==> src/rtl/csc_pkg.sv <==
package csc_pkg;
  typedef enum logic [2:0] {
    ST_IDLE = 3'd0,
    ST_TRKL = 3'd1,
    ST_FAST = 3'd2,
    ST_DONE = 3'd3,
    ST_TFLT = 3'd4,
    ST_TOUT = 3'd5
  } chg_state_e;

  localparam int NFLAG   = 10;
  localparam int F_SUP   = 0;
  localparam int F_EN    = 1;
  localparam int F_GTIN  = 2;
  localparam int F_RMV   = 3;
  localparam int F_COLD  = 4;
  localparam int F_HOT   = 5;
  localparam int F_MIN   = 6;
  localparam int F_RECH  = 7;
  localparam int F_ILOW  = 8;
  localparam int F_TMOEN = 9;
endpackage

==> src/rtl/csc_sync.sv <==
module csc_sync #(
  parameter int WIDTH  = 10,
  parameter int STAGES = 2
) (
  input  logic             clk,
  input  logic             rst_n,
  input  logic [WIDTH-1:0] d,
  output logic [WIDTH-1:0] q
);
  logic [WIDTH-1:0] stg [STAGES];

  genvar s;
  generate
    for (s = 0; s < STAGES; s++) begin : g_stage
      if (s == 0) begin : g_first
        always_ff @(posedge clk or negedge rst_n) begin
          if (!rst_n) stg[0] <= '0;
          else        stg[0] <= d;
        end
      end else begin : g_next
        always_ff @(posedge clk or negedge rst_n) begin
          if (!rst_n) stg[s] <= '0;
          else        stg[s] <= stg[s-1];
        end
      end
    end
  endgenerate

  assign q = stg[STAGES-1];
endmodule

==> src/rtl/csc_qual.sv <==
module csc_qual #(
  parameter int QUAL_TICKS = 15
) (
  input  logic clk,
  input  logic rst_n,
  input  logic clr,
  input  logic tick,
  input  logic ok,
  output logic qualified
);
  localparam int CW = $clog2(QUAL_TICKS + 1);
  localparam logic [CW-1:0] TOP = CW'(QUAL_TICKS);

  logic [CW-1:0] cnt_q, cnt_d;
  logic          cnt_en;

  always_comb begin
    cnt_en = 1'b0;
    cnt_d  = cnt_q;
    if (clr || !ok) begin
      cnt_en = 1'b1;
      cnt_d  = '0;
    end else if (tick && (cnt_q != TOP)) begin
      cnt_en = 1'b1;
      cnt_d  = cnt_q + 1'b1;
    end
  end

  always_ff @(posedge clk or negedge rst_n) begin
    if (!rst_n)      cnt_q <= '0;
    else if (cnt_en) cnt_q <= cnt_d;
  end

  assign qualified = (cnt_q == TOP) && ok;
endmodule

==> src/rtl/csc_timer.sv <==
module csc_timer #(
  parameter int TIMER_BITS = 22,
  parameter int TRK_SHIFT  = 3
) (
  input  logic clk,
  input  logic rst_n,
  input  logic clr,
  input  logic run,
  input  logic tick,
  output logic trk_exp,
  output logic fast_exp
);
  localparam int CW = TIMER_BITS + 1;
  localparam logic [CW-1:0] FULL    = CW'(1) << TIMER_BITS;
  localparam logic [CW-1:0] TRK_LIM = CW'(1) << (TIMER_BITS - TRK_SHIFT);

  logic [CW-1:0] cnt_q, cnt_d;
  logic          cnt_en;

  always_comb begin
    cnt_en = 1'b0;
    cnt_d  = cnt_q;
    if (clr) begin
      cnt_en = 1'b1;
      cnt_d  = '0;
    end else if (run && tick && !cnt_q[TIMER_BITS]) begin
      cnt_en = 1'b1;
      cnt_d  = cnt_q + 1'b1;
    end
  end

  always_ff @(posedge clk or negedge rst_n) begin
    if (!rst_n)      cnt_q <= '0;
    else if (cnt_en) cnt_q <= cnt_d;
  end

  assign trk_exp  = (cnt_q >= TRK_LIM);
  assign fast_exp = (cnt_q == FULL);
endmodule

==> src/rtl/csc_fsm.sv <==
module csc_fsm
  import csc_pkg::*;
(
  input  logic             clk,
  input  logic             rst_n,
  input  logic [NFLAG-1:0] flg,
  input  logic             qualified,
  input  logic             trk_exp,
  input  logic             fast_exp,
  output chg_state_e       state,
  output logic             clr_tmr,
  output logic             clr_qual
);
  chg_state_e st_q, st_d;
  logic       lat_q, lat_d;
  logic       held, tflt, eoc, lat_clr;

  assign held    = !flg[F_SUP] || !flg[F_EN] || flg[F_GTIN] || flg[F_RMV];
  assign tflt    = flg[F_COLD] || flg[F_HOT];
  assign eoc     = flg[F_RECH] && flg[F_ILOW];
  assign lat_clr = !flg[F_SUP] || !flg[F_EN];

  always_comb begin
    st_d = st_q;
    if (held) begin
      st_d = ST_IDLE;
    end else begin
      unique case (st_q)
        ST_IDLE: st_d = lat_q ? ST_TOUT : ST_TRKL;
        ST_TRKL: begin
          if (tflt)           st_d = ST_TFLT;
          else if (qualified) st_d = ST_FAST;
          else if (trk_exp)   st_d = ST_TOUT;
        end
        ST_FAST: begin
          if (tflt)                             st_d = ST_TFLT;
          else if (eoc)                         st_d = ST_DONE;
          else if (fast_exp && flg[F_TMOEN])    st_d = ST_TOUT;
        end
        ST_DONE: if (!flg[F_RECH]) st_d = ST_TRKL;
        ST_TFLT: if (!tflt)        st_d = ST_TRKL;
        ST_TOUT: st_d = ST_TOUT;
        default: st_d = ST_IDLE;
      endcase
    end
  end

  always_comb begin
    lat_d = lat_q;
    if (lat_clr)              lat_d = 1'b0;
    else if (st_d == ST_TOUT) lat_d = 1'b1;
  end

  always_ff @(posedge clk or negedge rst_n) begin
    if (!rst_n) begin
      st_q  <= ST_IDLE;
      lat_q <= 1'b0;
    end else begin
      st_q  <= st_d;
      lat_q <= lat_d;
    end
  end

  assign clr_tmr  = ((st_d == ST_TRKL) || (st_d == ST_FAST)) && (st_d != st_q);
  assign clr_qual = clr_tmr || (st_q != ST_TRKL);
  assign state    = st_q;
endmodule

==> src/rtl/chg_seq_ctrl.sv <==
module chg_seq_ctrl
  import csc_pkg::*;
#(
  parameter int TIMER_BITS  = 22,
  parameter int QUAL_TICKS  = 15,
  parameter int SYNC_STAGES = 2
) (
  input  logic       clk,
  input  logic       rst_n,
  input  logic       osc_tick,
  input  logic       sup_ok,
  input  logic       en,
  input  logic       bat_gt_in,
  input  logic       bat_rmv,
  input  logic       temp_cold,
  input  logic       temp_hot,
  input  logic       bat_min_ok,
  input  logic       bat_rech_ok,
  input  logic       ichg_low,
  input  logic       tmo_en,
  output logic       chg_on,
  output logic       fast_sel,
  output logic [2:0] state_code
);
  logic [1:0]       rst_pipe;
  logic             rst_int_n;
  logic [NFLAG-1:0] flg_raw, flg_s;
  logic             qualified, trk_exp, fast_exp, clr_tmr, clr_qual, run;
  chg_state_e       state;

  always_ff @(posedge clk or negedge rst_n) begin
    if (!rst_n) rst_pipe <= 2'b00;
    else        rst_pipe <= {rst_pipe[0], 1'b1};
  end
  assign rst_int_n = rst_pipe[1];

  always_comb begin
    flg_raw          = '0;
    flg_raw[F_SUP]   = sup_ok;
    flg_raw[F_EN]    = en;
    flg_raw[F_GTIN]  = bat_gt_in;
    flg_raw[F_RMV]   = bat_rmv;
    flg_raw[F_COLD]  = temp_cold;
    flg_raw[F_HOT]   = temp_hot;
    flg_raw[F_MIN]   = bat_min_ok;
    flg_raw[F_RECH]  = bat_rech_ok;
    flg_raw[F_ILOW]  = ichg_low;
    flg_raw[F_TMOEN] = tmo_en;
  end

  csc_sync #(.WIDTH(NFLAG), .STAGES(SYNC_STAGES)) u_sync (
    .clk(clk), .rst_n(rst_int_n), .d(flg_raw), .q(flg_s)
  );

  csc_qual #(.QUAL_TICKS(QUAL_TICKS)) u_qual (
    .clk(clk), .rst_n(rst_int_n), .clr(clr_qual), .tick(osc_tick),
    .ok(flg_s[F_MIN]), .qualified(qualified)
  );

  assign run = (state == ST_TRKL) || (state == ST_FAST);

  csc_timer #(.TIMER_BITS(TIMER_BITS), .TRK_SHIFT(3)) u_timer (
    .clk(clk), .rst_n(rst_int_n), .clr(clr_tmr), .run(run), .tick(osc_tick),
    .trk_exp(trk_exp), .fast_exp(fast_exp)
  );

  csc_fsm u_fsm (
    .clk(clk), .rst_n(rst_int_n), .flg(flg_s), .qualified(qualified),
    .trk_exp(trk_exp), .fast_exp(fast_exp), .state(state),
    .clr_tmr(clr_tmr), .clr_qual(clr_qual)
  );

  assign chg_on     = run;
  assign fast_sel   = (state == ST_FAST);
  assign state_code = state;
endmodule

==> config.mk <==
export PLATFORM = sky130hd
export DESIGN_NAME = chg_seq_ctrl
export DESIGN_NICKNAME = d
export VERILOG_FILES = /design/src/rtl/csc_pkg.sv /design/src/rtl/csc_sync.sv /design/src/rtl/csc_qual.sv /design/src/rtl/csc_timer.sv /design/src/rtl/csc_fsm.sv /design/src/rtl/chg_seq_ctrl.sv
export SDC_FILE = /design/constraint.sdc
export NUM_CORES = 1
export LEC_CHECK = 0
export BUFFER_PORTS_ARGS = -buffer_cell sky130_fd_sc_hd__buf_2
export CORE_UTILIZATION = 40
export DETAILED_ROUTE_END_ITERATION = 10
export PLACE_DENSITY_LB_ADDON = 0.1
export SYNTH_ARGS = -nofsm -noshare
export SYNTH_HDL_FRONTEND = slang
export SYNTH_HIERARCHICAL = 1
export SYNTH_SLANG_ARGS = --single-unit
==> constraint.sdc <==
create_clock -name clk -period 1.85 [get_ports clk]
set_input_delay 0.185 -clock clk [delete_from_list [all_inputs] [get_ports clk]]
set_output_delay 0.185 -clock clk [all_outputs]
set_load 0.05 [all_outputs]
==> results_dict.tcl, run 1 <==
set metrics [dict create \
    drt_iter0_drc 66 \
    synth_enable_flop_cells 0 \
    power_uw 2180 \
    worstPathCellList "nor4_2 -> buf_4 -> nand2_4 -> nor3_4 -> nand2_2 -> o2111ai_4 -> a21boi_4 -> mux2_4 -> a221oi_2 -> buf_4 -> o211ai_1 -> buf_4 -> or4_4 -> a21oi_2" \
    cts_root_buffer "clkbuf_8" \
    fmax_mhz 316 \
    preCtsSetupSlack_ns -1.43 \
    n_fill_cell 494 \
    gr-usage-met2_pct 35.6 \
    ir_drop_mv 0.515 \
    cp_max_fo 4 \
    antenna_left 0 \
    ys.warnings.count 6 \
    worst_path_most_repeated_cell "buf_4" \
    globalRouteMet1Util_pct 26.9 \
    grt_pass1_vias 2173 \
    drv_slew 0 \
    grt_pass1_wl_um 10200 \
    grt_use_met3_pct 3.37 \
    dp.cells 371 \
    hold_path.class "in -> async" \
    clkSlewWorstSetupHoldPaths_ns 0.10 \
    nNetsFinal 347 \
    synth_cells 237 \
    drtPass1Iterations 4 \
    grt_remaining_overflow 0 \
    synth.avg_cell_area_sq_um 10.5 \
    period_needed_ns 3.17 \
    yosys.area_share.adder_pct 1.51 \
    setup_viol 30 \
    ys_seq_elements 53 \
    gp_congestion 0.809 \
    ios 18 \
    rows 28 \
    insertion_delay_ns 0.32 \
    synth_top_cells_by_area "dfrtp_1 53%, a21oi_1 4.4%, buf_4 3.0%" \
    io_buffers 17 \
    rsz0062_at_grt "true" \
    via_count 2138 \
    finClkSkew_ns 0.0102 \
    numCtsBuffers 5 \
    syn_nets 253 \
    p_leak_uw 0.00165 \
    async_reset_ff_share_pct 100 \
    wl_per_cell_um 14.9 \
    cp-start-kind "flop" \
    synth.largest_area_cell "dfrtp_1" \
    seq_area_frac_synth_pct 53.5 \
    cts_sinks 53 \
    fp.dieH_um 80.8 \
    drive_gt1_share_pct 45.8 \
    violations "setup timing" \
    syn_area_sq_um 2480 \
    fin_crit_sh_pct 171 \
    area_growth_pct 48.8 \
    die_area_sq_um 6520 \
    crit_slowest_cell "or4_4" \
    htreeDepth 2 \
    drv_cap 0 \
    ys.flop_type "dfrtp_1" \
    diodes 0 \
    synth_top_family_by_area "simple AND/OR/NAND/NOR gates" \
    ctsLongestPathBuffers 2 \
    initial_core_util_pct 41.7 \
    crit_path_end_kind "flop" \
    coreArea_sq_um 5960 \
    reg2reg_slack_ns -1.32 \
    timing_hold_violations_final 0 \
    synth-compound-area-share_pct 13.7 \
    vias_per_cell 5.25 \
    dp_hpwl_um 3760 \
    required_ns 2.10 \
    drc 0 \
    cpPeakStageDelay_ns 0.47 \
    grtUsageTotal_pct 20.8 \
    wl_um 6070 \
    synthMuxAreaShare_pct 0.605 \
    ys_types 48 \
    yosys.area_share.simple_pct 21.6 \
    antenna_found_initial 0 \
    synth_xor_area_share_pct 2.82 \
    cts_tree "yes" \
    cellPowerDensity_nw_per_um2 590 \
    grt-busiest-layer "met2" \
    finalWorstSetupSlack_ns -1.32 \
    critPathArrivalTime_ns 3.42 \
    grt_max_degree 32 \
    rr_endpoint "u_timer/cnt_q[20]" \
    reg2reg_depth 14 \
    multiInputGateArea_sq_um 1230 \
    yosysTopAreaCellShare_pct 53.5 \
    outcome "finished, violations left" \
    regArea_sq_um 1330 \
    r2r_start "u_timer/cnt_q[3]" \
    worstSetupPathType "reg -> reg" \
    die_w_um 80.8 \
    stdcell_count 407 \
]
metrics by stage:
stage	util, %	cell area (sq um)	hold slack [ns]	setup TNS (ns)
after floorplan	-	2550	-0.111	-19.33
after global placement	51.6	3070	-0.0299	-29.58
after detailed placement	51.6	3070	-0.0277	-30.10
after CTS	60.4	3600	0.153	-28.30
after global routing	62.0	3690	0.164	-33.94
final	62.0	3690	0.176	-28.97
report_power, final:
group          switching (uW)  total [uW]  internal, uW  leakage, uW
clock                     435         722           287    0.0000511
sequential               27.7        1220          1190     0.000682
combinational             105         233           128     0.000913
total                     567        2180          1610      0.00165
synthesized netlist by cell type (3+ instances only):
cell       n
o21ai_0   11
nand3_1    6
nand2_1   19
nor4_1     4
xor2_1     5
inv_1      9
clkbuf_1   3
o31ai_1    8
nand2b_1   3
nand4_1    6
xnor2_1    3
buf_2      4
nor2_1    10
nor2b_1    3
ha_1       3
and3_1     3
nor3_1     5
dfrtp_1   53
or4_1      8
buf_4     10
a21oi_1   22
or3_1      8
metal layers:
layer | up-vias | routed length, um
met1 | 1058 | 2700
met2 | 32 | 3140
met4 | 0 | 95
met3 | 10 | 132
met5 | - | 0
li1 | 1038 | -
flip-flops by register name, indices dropped and copies added, names as in the netlist:
| register | flops |
|---|---|
| u_fsm/state | 3 |
| u_timer/cnt_q | 23 |
| u_qual/cnt_q | 4 |
| u_sync/q | 10 |
| u_sync/stg | 10 |
| rst_pipe | 2 |
| u_fsm/lat_q | 1 |
kinds of logic after synthesis:
family	after synthesis
and+or+nand+nor	91
AOI/OAI and AO/OA	53
DFF	53
buffers and inverters	27
xor gates and xnor gates	8
adders and majority gates	3
other	1
muxes	1
worst max path at each step:
| stage | slack (ns) | from | to |
|---|---|---|---|
| 2_1_floorplan | -1.02 | u_timer/cnt_q[9] | u_timer/cnt_q[13] |
| 3_3_place_gp | -1.39 | u_timer/cnt_q[21] | u_timer/cnt_q[12] |
| 3_5_place_dp | -1.43 | u_timer/cnt_q[21] | u_timer/cnt_q[12] |
| 4_1_cts | -1.30 | u_timer/cnt_q[20] | u_timer/cnt_q[16] |
| 5_1_grt | -1.48 | u_timer/cnt_q[3] | u_timer/cnt_q[12] |
| 6_report | -1.32 | u_timer/cnt_q[3] | u_timer/cnt_q[20] |
final cells by class:
cell class	count	area share, %
clock buffer	5	1.86
clock inverter	3	0.780
inverter	9	0.915
multi-input combinational	157	33.4
sequential	53	36.1
tap	75	2.54
timing repair buffer	105	24.4
worst max-delay path: cells and delay by family, from the launching register on:
family | cells | cell delay [ns]
multiplexers | 1 | 0.30
buffers and inverters | 3 | 0.50
AO/OA/AOI/OAI | 5 | 0.78
AND/OR/NAND/NOR | 5 | 1.13
flip-flops | 1 | 0.41
what timing repair did:
action | 4_1_cts | 5_1_grt
setup endpoints to repair | 32 | 32
hold endpoints to repair | 12 | 0
pin swaps | 6 | 15
hold buffers | 11 | 0
cloned | 2 | 1
setup buffers | 20 | 6
gates resized for setup | 28 | 32
layout by cell type, fill, tap and decap left out, types with 7 or more instances in the layout:
| cell type | n |
|---|---|
| buf_4 | 64 |
| dfrtp_1 | 49 |
| buf_2 | 16 |
| nand2_1 | 16 |
| a21oi_1 | 12 |
| dlygate4sd3_1 | 11 |
| a21oi_2 | 10 |
| o21ai_0 | 10 |
| inv_1 | 9 |
| nor2_1 | 8 |
| buf_6 | 8 |
| o31ai_1 | 7 |
(Power assumes the default switching activity.)
==> run 2, diff against run 1 <==
--- a/config.mk
+++ b/config.mk
@@ -9,7 +9,7 @@
 export CORE_UTILIZATION = 40
 export DETAILED_ROUTE_END_ITERATION = 10
 export PLACE_DENSITY_LB_ADDON = 0.1
+export SLEW_MARGIN = 20
 export SYNTH_ARGS = -nofsm -noshare
 export SYNTH_HDL_FRONTEND = slang
-export SYNTH_HIERARCHICAL = 1
 export SYNTH_SLANG_ARGS = --single-unit
==> constraint.sdc (replaced) <==
create_clock -name clk -period 3.7 [get_ports clk]
set_input_delay 0.37 -clock clk [delete_from_list [all_inputs] [get_ports clk]]
set_output_delay 0.37 -clock clk [all_outputs]
set_load 0.05 [all_outputs]
==> results_dict.tcl, run 2 <==
set metrics [dict create \
    reg2reg_slack_ns 1.03 \
    hold_path.class "in -> reg" \
    io_buffers 17 \
    ir_drop_mv 0.222 \
    r2r_start "u_timer.cnt_q[0]" \
    ys.flop_type "dfrtp_1" \
    critPathArrivalTime_ns 2.86 \
    synth_top_cells_by_area "dfrtp_1 54%, nor2_1 5.6%, xnor2_1 4.6%" \
    fin_crit_sh_pct 72.1 \
    cpPeakStageDelay_ns 0.53 \
    reg2reg_depth 9 \
    ios 18 \
    synth_enable_flop_cells 0 \
    drc 0 \
    cts_sinks 53 \
    power_uw 1100 \
    nNetsFinal 271 \
    synth_cells 235 \
    cellPowerDensity_nw_per_um2 400 \
    setup_tns_ns 0 \
    cts_root_buffer "clkbuf_8" \
    coreArea_sq_um 5960 \
    drv_cap 0 \
    largest_reg_flops 23 \
    grt_pass1_wl_um 8330 \
    fin_util_pct 46.3 \
    vias_per_cell 5.16 \
    cts_setup_buffers 0 \
    area_growth_pct 11.3 \
    rows 28 \
    grtUsageTotal_pct 17.3 \
    preCtsSetupSlack_ns 1.01 \
    timing_hold_violations_final 0 \
    final_common_cell "dfrtp_1" \
    crit_family "simple AND/OR/NAND/NOR gates" \
    max_slew_margin_pct 54.8 \
    ys_seq_elements 53 \
    worstSetupPathType "reg -> reg" \
    synth.most_common_cell "dfrtp_1" \
    drtPass1Iterations 4 \
    diodes 0 \
    crit_buf_inv 2 \
    wl_um 4820 \
    rr_endpoint "u_timer.cnt_q[11]" \
    antenna_left 0 \
    ctsLongestPathBuffers 2 \
    grt_pass1_vias 1664 \
    drt_iter0_drc 130 \
    ys.warnings.count 0 \
    worstPathCellList "inv_1 -> ha_1 -> nor4b_2 -> nand4_1 -> or3_2 -> o2bb2ai_4 -> a2111oi_4 -> buf_4 -> nor2_1" \
    cp_max_fo 23 \
    synth.avg_cell_area_sq_um 10.5 \
    p_leak_uw 0.00123 \
    min_to "u_sync.stg[15]" \
    via_count 1707 \
    synth.largest_area_cell "dfrtp_1" \
    holdPathStages 1 \
    rsz0062_at_grt "false" \
    finClkSkew_ns 0.00905 \
    fin_area_sq_um 2760 \
    required_ns 3.89 \
    wl_per_cell_um 14.6 \
    finalWorstSetupSlack_ns 1.03 \
    grt_max_degree 52 \
    drv_slew 0 \
    initial_core_util_pct 41.6 \
    max_slew.worst_pin.slew_ns 0.669 \
    cts-resized-gates 0 \
    drive_gt1_share_pct 15.2 \
    final_cell_mix "52 x dfrtp_1, 37 x nor2_1, 20 x nand2_1, 17 x buf_2, 13 x xnor2_1" \
    antenna_found_initial 0 \
    fp.dieH_um 80.7 \
    clkSlewWorstSetupHoldPaths_ns 0.10 \
    crit_slowest_cell "or3_2" \
    insertion_delay_ns 0.31 \
    cts_tree "yes" \
    setup_viol 0 \
    dp_hpwl_um 3400 \
    synth_common_cells "53 x dfrtp_1, 37 x nor2_1, 20 x nand2_1" \
    die_area_sq_um 6510 \
    async_reset_ff_share_pct 100 \
    fmax_mhz 375 \
    n_fill_cell 570 \
    htreeDepth 2 \
    crit_path_end_kind "flop" \
    outcome "complete, no violations" \
    regMostFlops "u_timer.cnt_q" \
    syn_area_sq_um 2480 \
    cp-start-kind "flop" \
    syn_nets 251 \
    min_from "temp_hot" \
    dpl_cell_area_sq_um 2630 \
    die_w_um 80.7 \
    numCtsBuffers 5 \
    yosysTopAreaCellShare_pct 53.5 \
    ys_types 46 \
    period_needed_ns 2.67 \
    grt_remaining_overflow 0 \
    seq_area_frac_synth_pct 53.5 \
    gp_congestion 0.811 \
    cts_hold_buf 1 \
    crit_cells 9 \
]
run 2: how the worst max path moves through the flow:
stage	startpoint	to	slack (ns)
finish	u_timer.cnt_q[0]	u_timer.cnt_q[11]	1.03
global route	u_timer.cnt_q[0]	u_timer.cnt_q[17]	0.84
CTS	u_timer.cnt_q[0]	u_timer.cnt_q[12]	0.99
detailed placement	u_timer.cnt_q[0]	u_timer.cnt_q[12]	1.01
global placement	u_timer.cnt_q[0]	u_timer.cnt_q[17]	1.03
floorplan	u_fsm.state[0]	u_timer.cnt_q[22]	1.29
run 2: layer usage:
| metal | share of wire (%) | global-route usage [%] | up-vias |
|---|---|---|---|
| met5 | 0 | 0 | - |
| met4 | 1.0 | 4.82 | 0 |
| met2 | 44 | 25.1 | 22 |
| met1 | 53 | 25.2 | 818 |
| met3 | 2.4 | 4.77 | 4 |
| li1 | - | - | 863 |
run 2: report_power, final:
group	switching (uW)	total [uW]	internal, uW
Combinational	34.0	63.8	29.9
Sequential	27.9	628	601
Clock	204	412	208
run 2: per-stage QoR:
step	hold WS, ns	std cells
floorplan	0.0744	235
global route	0.128	331
finish	0.156	331
global placement	0.157	322
CTS	0.145	331
detailed placement	0.157	322
run 2: final cells by class:
type / instances / area, sq um / share of cell area (%)
Sequential cell: 53 / 1330 / 48.2
Multi-Input combinational cell: 170 / 1090 / 39.4
Clock inverter: 3 / 50.0 / 1.81
Tap cell: 75 / 93.8 / 3.40
Timing Repair Buffer: 20 / 110 / 3.99
Inverter: 5 / 18.8 / 0.681
Clock buffer: 5 / 68.8 / 2.50
run 2: cells by family after synthesis:
| family | Yosys count | share of synthesized area (%) |
|---|---|---|
| buffers and inverters | 12 | 2.63 |
| adder cells (fa/ha/maj) | 3 | 1.52 |
| AND/OR/NAND/NOR | 117 | 24.6 |
| multiplexers | 2 | 0.859 |
| XOR/XNOR | 23 | 8.13 |
| AO/OA/AOI/OAI | 24 | 8.54 |
| other | 1 | 0.151 |
| flip-flops | 53 | 53.5 |
==> run 3, diff against run 2 <==
--- a/config.mk
+++ b/config.mk
@@ -5,6 +5,7 @@
 export SDC_FILE = /design/constraint.sdc
 export NUM_CORES = 1
 export LEC_CHECK = 0
+export ABC_AREA = 1
 export BUFFER_PORTS_ARGS = -buffer_cell sky130_fd_sc_hd__buf_2
 export CORE_UTILIZATION = 40
 export DETAILED_ROUTE_END_ITERATION = 10
==> constraint.sdc (replaced) <==
create_clock -name clk -period 2.3 [get_ports clk]
set_input_delay 0.23 -clock clk [delete_from_list [all_inputs] [get_ports clk]]
set_output_delay 0.23 -clock clk [all_outputs]
set_load 0.05 [all_outputs]
==> results_dict.tcl, run 3 <==
set metrics [dict create \
    finClkSkew_ns 0.00813 \
    cp_max_fo 6 \
    vias_per_cell 4.69 \
    drtPass1Iterations 4 \
    crit_family "simple AND/OR/NAND/NOR gates" \
    cp-start-kind "flop" \
    diodes 0 \
    reg2reg_slack_ns 0.10 \
    ys_seq_elements 53 \
    crit_buf_inv 4 \
    hold_path.class "in -> reg" \
    synth.avg_cell_area_sq_um 8.78 \
    drc 0 \
    period_needed_ns 2.20 \
    crit_slowest_cell "dfrtp_1" \
    globalRouteMet1Util_pct 20.4 \
    crit_path_end_kind "flop" \
    yosysTopAreaCellShare_pct 53.6 \
    synth_top_cells_by_area "dfrtp_1 54%, nand2_1 8.5%, nor2_1 7.9%" \
    drv_cap 0 \
    reg2reg_depth 20 \
    seq_area_frac_synth_pct 53.6 \
    synth_cells 282 \
    antenna_found_initial 0 \
    rsz0062_at_grt "true" \
    cts_sinks 53 \
    final_cell_mix "53 x nand2_1, 50 x dfrtp_1, 37 x nor2_1, 27 x inv_1, 19 x nand3_1" \
    yosys.area_share.simple_pct 28.9 \
    grt_use_met3_pct 3.86 \
    finalWorstSetupSlack_ns 0.100 \
    ios 18 \
    coreArea_sq_um 5960 \
    area_growth_pct 20.6 \
    ys_types 29 \
    htreeDepth 2 \
    setup_tns_ns 0 \
    dp_hpwl_um 3200 \
    grt-busiest-layer "met2" \
    via_count 1853 \
    ctsLongestPathBuffers 2 \
    die_w_um 80.7 \
    power_uw 1840 \
    max_slew.worst_pin.slew_ns 0.666 \
    gp_congestion 0.839 \
    cts_root_buffer "clkbuf_8" \
    max_slew_margin_pct 55.3 \
    syn_area_sq_um 2470 \
    min_to "u_sync.stg[12]" \
    synthMuxAreaShare_pct 0.404 \
    wl_per_cell_um 12.1 \
    ys.warnings.count 0 \
    worstSetupPathType "reg -> reg" \
    fin_area_sq_um 2980 \
    wl_um 4800 \
    holdPathStages 1 \
    fin_crit_sh_pct 95.6 \
    synth-compound-area-share_pct 2.93 \
    grt_pass1_vias 1721 \
    clkSlewWorstSetupHoldPaths_ns 0.10 \
    required_ns 2.51 \
    antenna_left 0 \
    fp.dieH_um 80.7 \
    worstPathCellList "inv_2 -> ha_4 -> inv_2 -> nor2_1 -> nand2_1 -> nor2_1 -> nand3_1 -> nand2_1 -> nand2_1 -> nand2_1 -> nand2_1 -> nand2_2 -> nand2_2 -> nor2_2 -> nand2_1 -> nand2_1 -> nand2_2 -> inv_4 -> clkbuf_16 -> nor2_2" \
    nNetsFinal 335 \
    gr-usage-met2_pct 24.7 \
    synth.largest_area_cell "dfrtp_1" \
    cellPowerDensity_nw_per_um2 617 \
    critPathArrivalTime_ns 2.40 \
    synth_common_cells "56 x nand2_1, 53 x dfrtp_1, 52 x nor2_1" \
    worst_path_most_repeated_cell "nand2_1" \
    drv_slew 0 \
    numCtsBuffers 5 \
    r2r_start "u_timer.cnt_q[0]" \
    rr_endpoint "u_timer.cnt_q[6]" \
    io_buffers 17 \
    outcome "complete, no violations" \
    fmax_mhz 455 \
    ys.flop_type "dfrtp_1" \
    drt_iter0_drc 73 \
    preCtsSetupSlack_ns 0.134 \
    timing_hold_violations_final 0 \
    drive_gt1_share_pct 23.8 \
    synth_enable_flop_cells 0 \
    initial_core_util_pct 41.6 \
    final_common_cell "nand2_1" \
    setup_viol 0 \
    stdcell_count 395 \
    cpPeakStageDelay_ns 0.42 \
    async_reset_ff_share_pct 100 \
    p_leak_uw 0.00145 \
    synth_top_family_by_area "simple AND/OR/NAND/NOR gates" \
    syn_nets 298 \
    regMostFlops "u_timer.cnt_q" \
    grt_remaining_overflow 0 \
    insertion_delay_ns 0.31 \
    die_area_sq_um 6510 \
    synth.most_common_cell "nand2_1" \
    grt_max_degree 30 \
    synth_xor_area_share_pct 6.37 \
    min_from "bat_gt_in" \
    ir_drop_mv 0.459 \
    dpl_cell_area_sq_um 2680 \
    largest_reg_flops 23 \
    dp.cells 375 \
    cts_tree "yes" \
    grtUsageTotal_pct 15.5 \
    grt_pass1_wl_um 7530 \
    yosys.area_share.adder_pct 1.52 \
    rows 28 \
]
## run 3: cell types whose count changed in the layout (fill, tap and decap cells not counted), moves of 5 or more
| cell | before | now |
|---|---|---|
| nand3_1 | 9 | 19 |
| nand2_1 | 20 | 53 |
| nor2b_1 | 5 | 0 |
| nor3_2 | 0 | 5 |
| inv_1 | 5 | 27 |
| nand4_1 | 12 | 4 |
| dlygate4sd3_1 | 1 | 7 |
| o21ai_0 | 1 | 6 |
| nor3_1 | 4 | 9 |
| nand2_2 | 0 | 5 |
| and3_1 | 7 | 1 |
| xnor2_1 | 13 | 4 |
| inv_2 | 0 | 6 |
| nor2_2 | 0 | 15 |
## run 3: worst max-delay path by stage
stage                           startpoint                end  slack, ns  depth (start not counted)
after floorplan             u_fsm.state[1]  u_timer.cnt_q[15]      -0.11                         10
after global placement    u_timer.cnt_q[0]   u_timer.cnt_q[5]       0.21                         20
after detailed placement  u_timer.cnt_q[0]   u_timer.cnt_q[5]       0.13                         20
after CTS                 u_timer.cnt_q[0]   u_timer.cnt_q[5]       0.10                         20
after global routing      u_timer.cnt_q[0]  u_timer.cnt_q[15]      -0.11                         20
final                     u_timer.cnt_q[0]   u_timer.cnt_q[6]       0.10                         20
## run 3: timing repair
action / 4_1_cts / 5_1_grt
buffers inserted: 0 / 2
resized for setup: 0 / 24
hold buffers: 1 / 6
setup endpoints to repair: 0 / 27
hold endpoints to repair: 2 / 6
## run 3: cells by family after synthesis
kind of cell    after synthesis
other cells                   1
mux                           1
xor+xnor                     18
compound gates               13
simple gates                155
fa+ha+maj                     3
buf+inv                      38
flops                        53
## run 3: layer usage
metal	wire length (um)	share of wire (%)
met4	61	1.3
met3	185	3.9
met2	2250	47
met5	0	0
met1	2300	48
## run 3: worst register-to-register path, delay by kind of cell (launching register included)
kind          cells  cell delay [ns]
flops             1             0.42
simple gates     15             1.16
buf+inv           4             0.39
fa+ha+maj         1             0.13
## run 3: report_power, final
group,internal [uW],switching [uW],total (uW)
Clock,230,341,572
Sequential,990,48.1,1040
Combinational,99.6,131,230
Total,1320,520,1840
## run 3: cell type report
type	instances	area [sq um]
Fill cell	571	2970
Sequential cell	53	1330
Multi-Input combinational cell	191	1050
Timing Repair Buffer	32	267
Inverter	36	141
Tap cell	75	93.8
Clock buffer	5	68.8
Clock inverter	3	28.8
## run 3: metrics by stage
step	hold WS [ns]	utilization, %
2_1_floorplan	-0.0656	-
3_3_place_gp	0.0160	45.0
3_5_place_dp	0.0167	45.0
4_1_cts	0.00314	46.8
5_1_grt	0.00113	50.1
6_report	0.0178	50.1
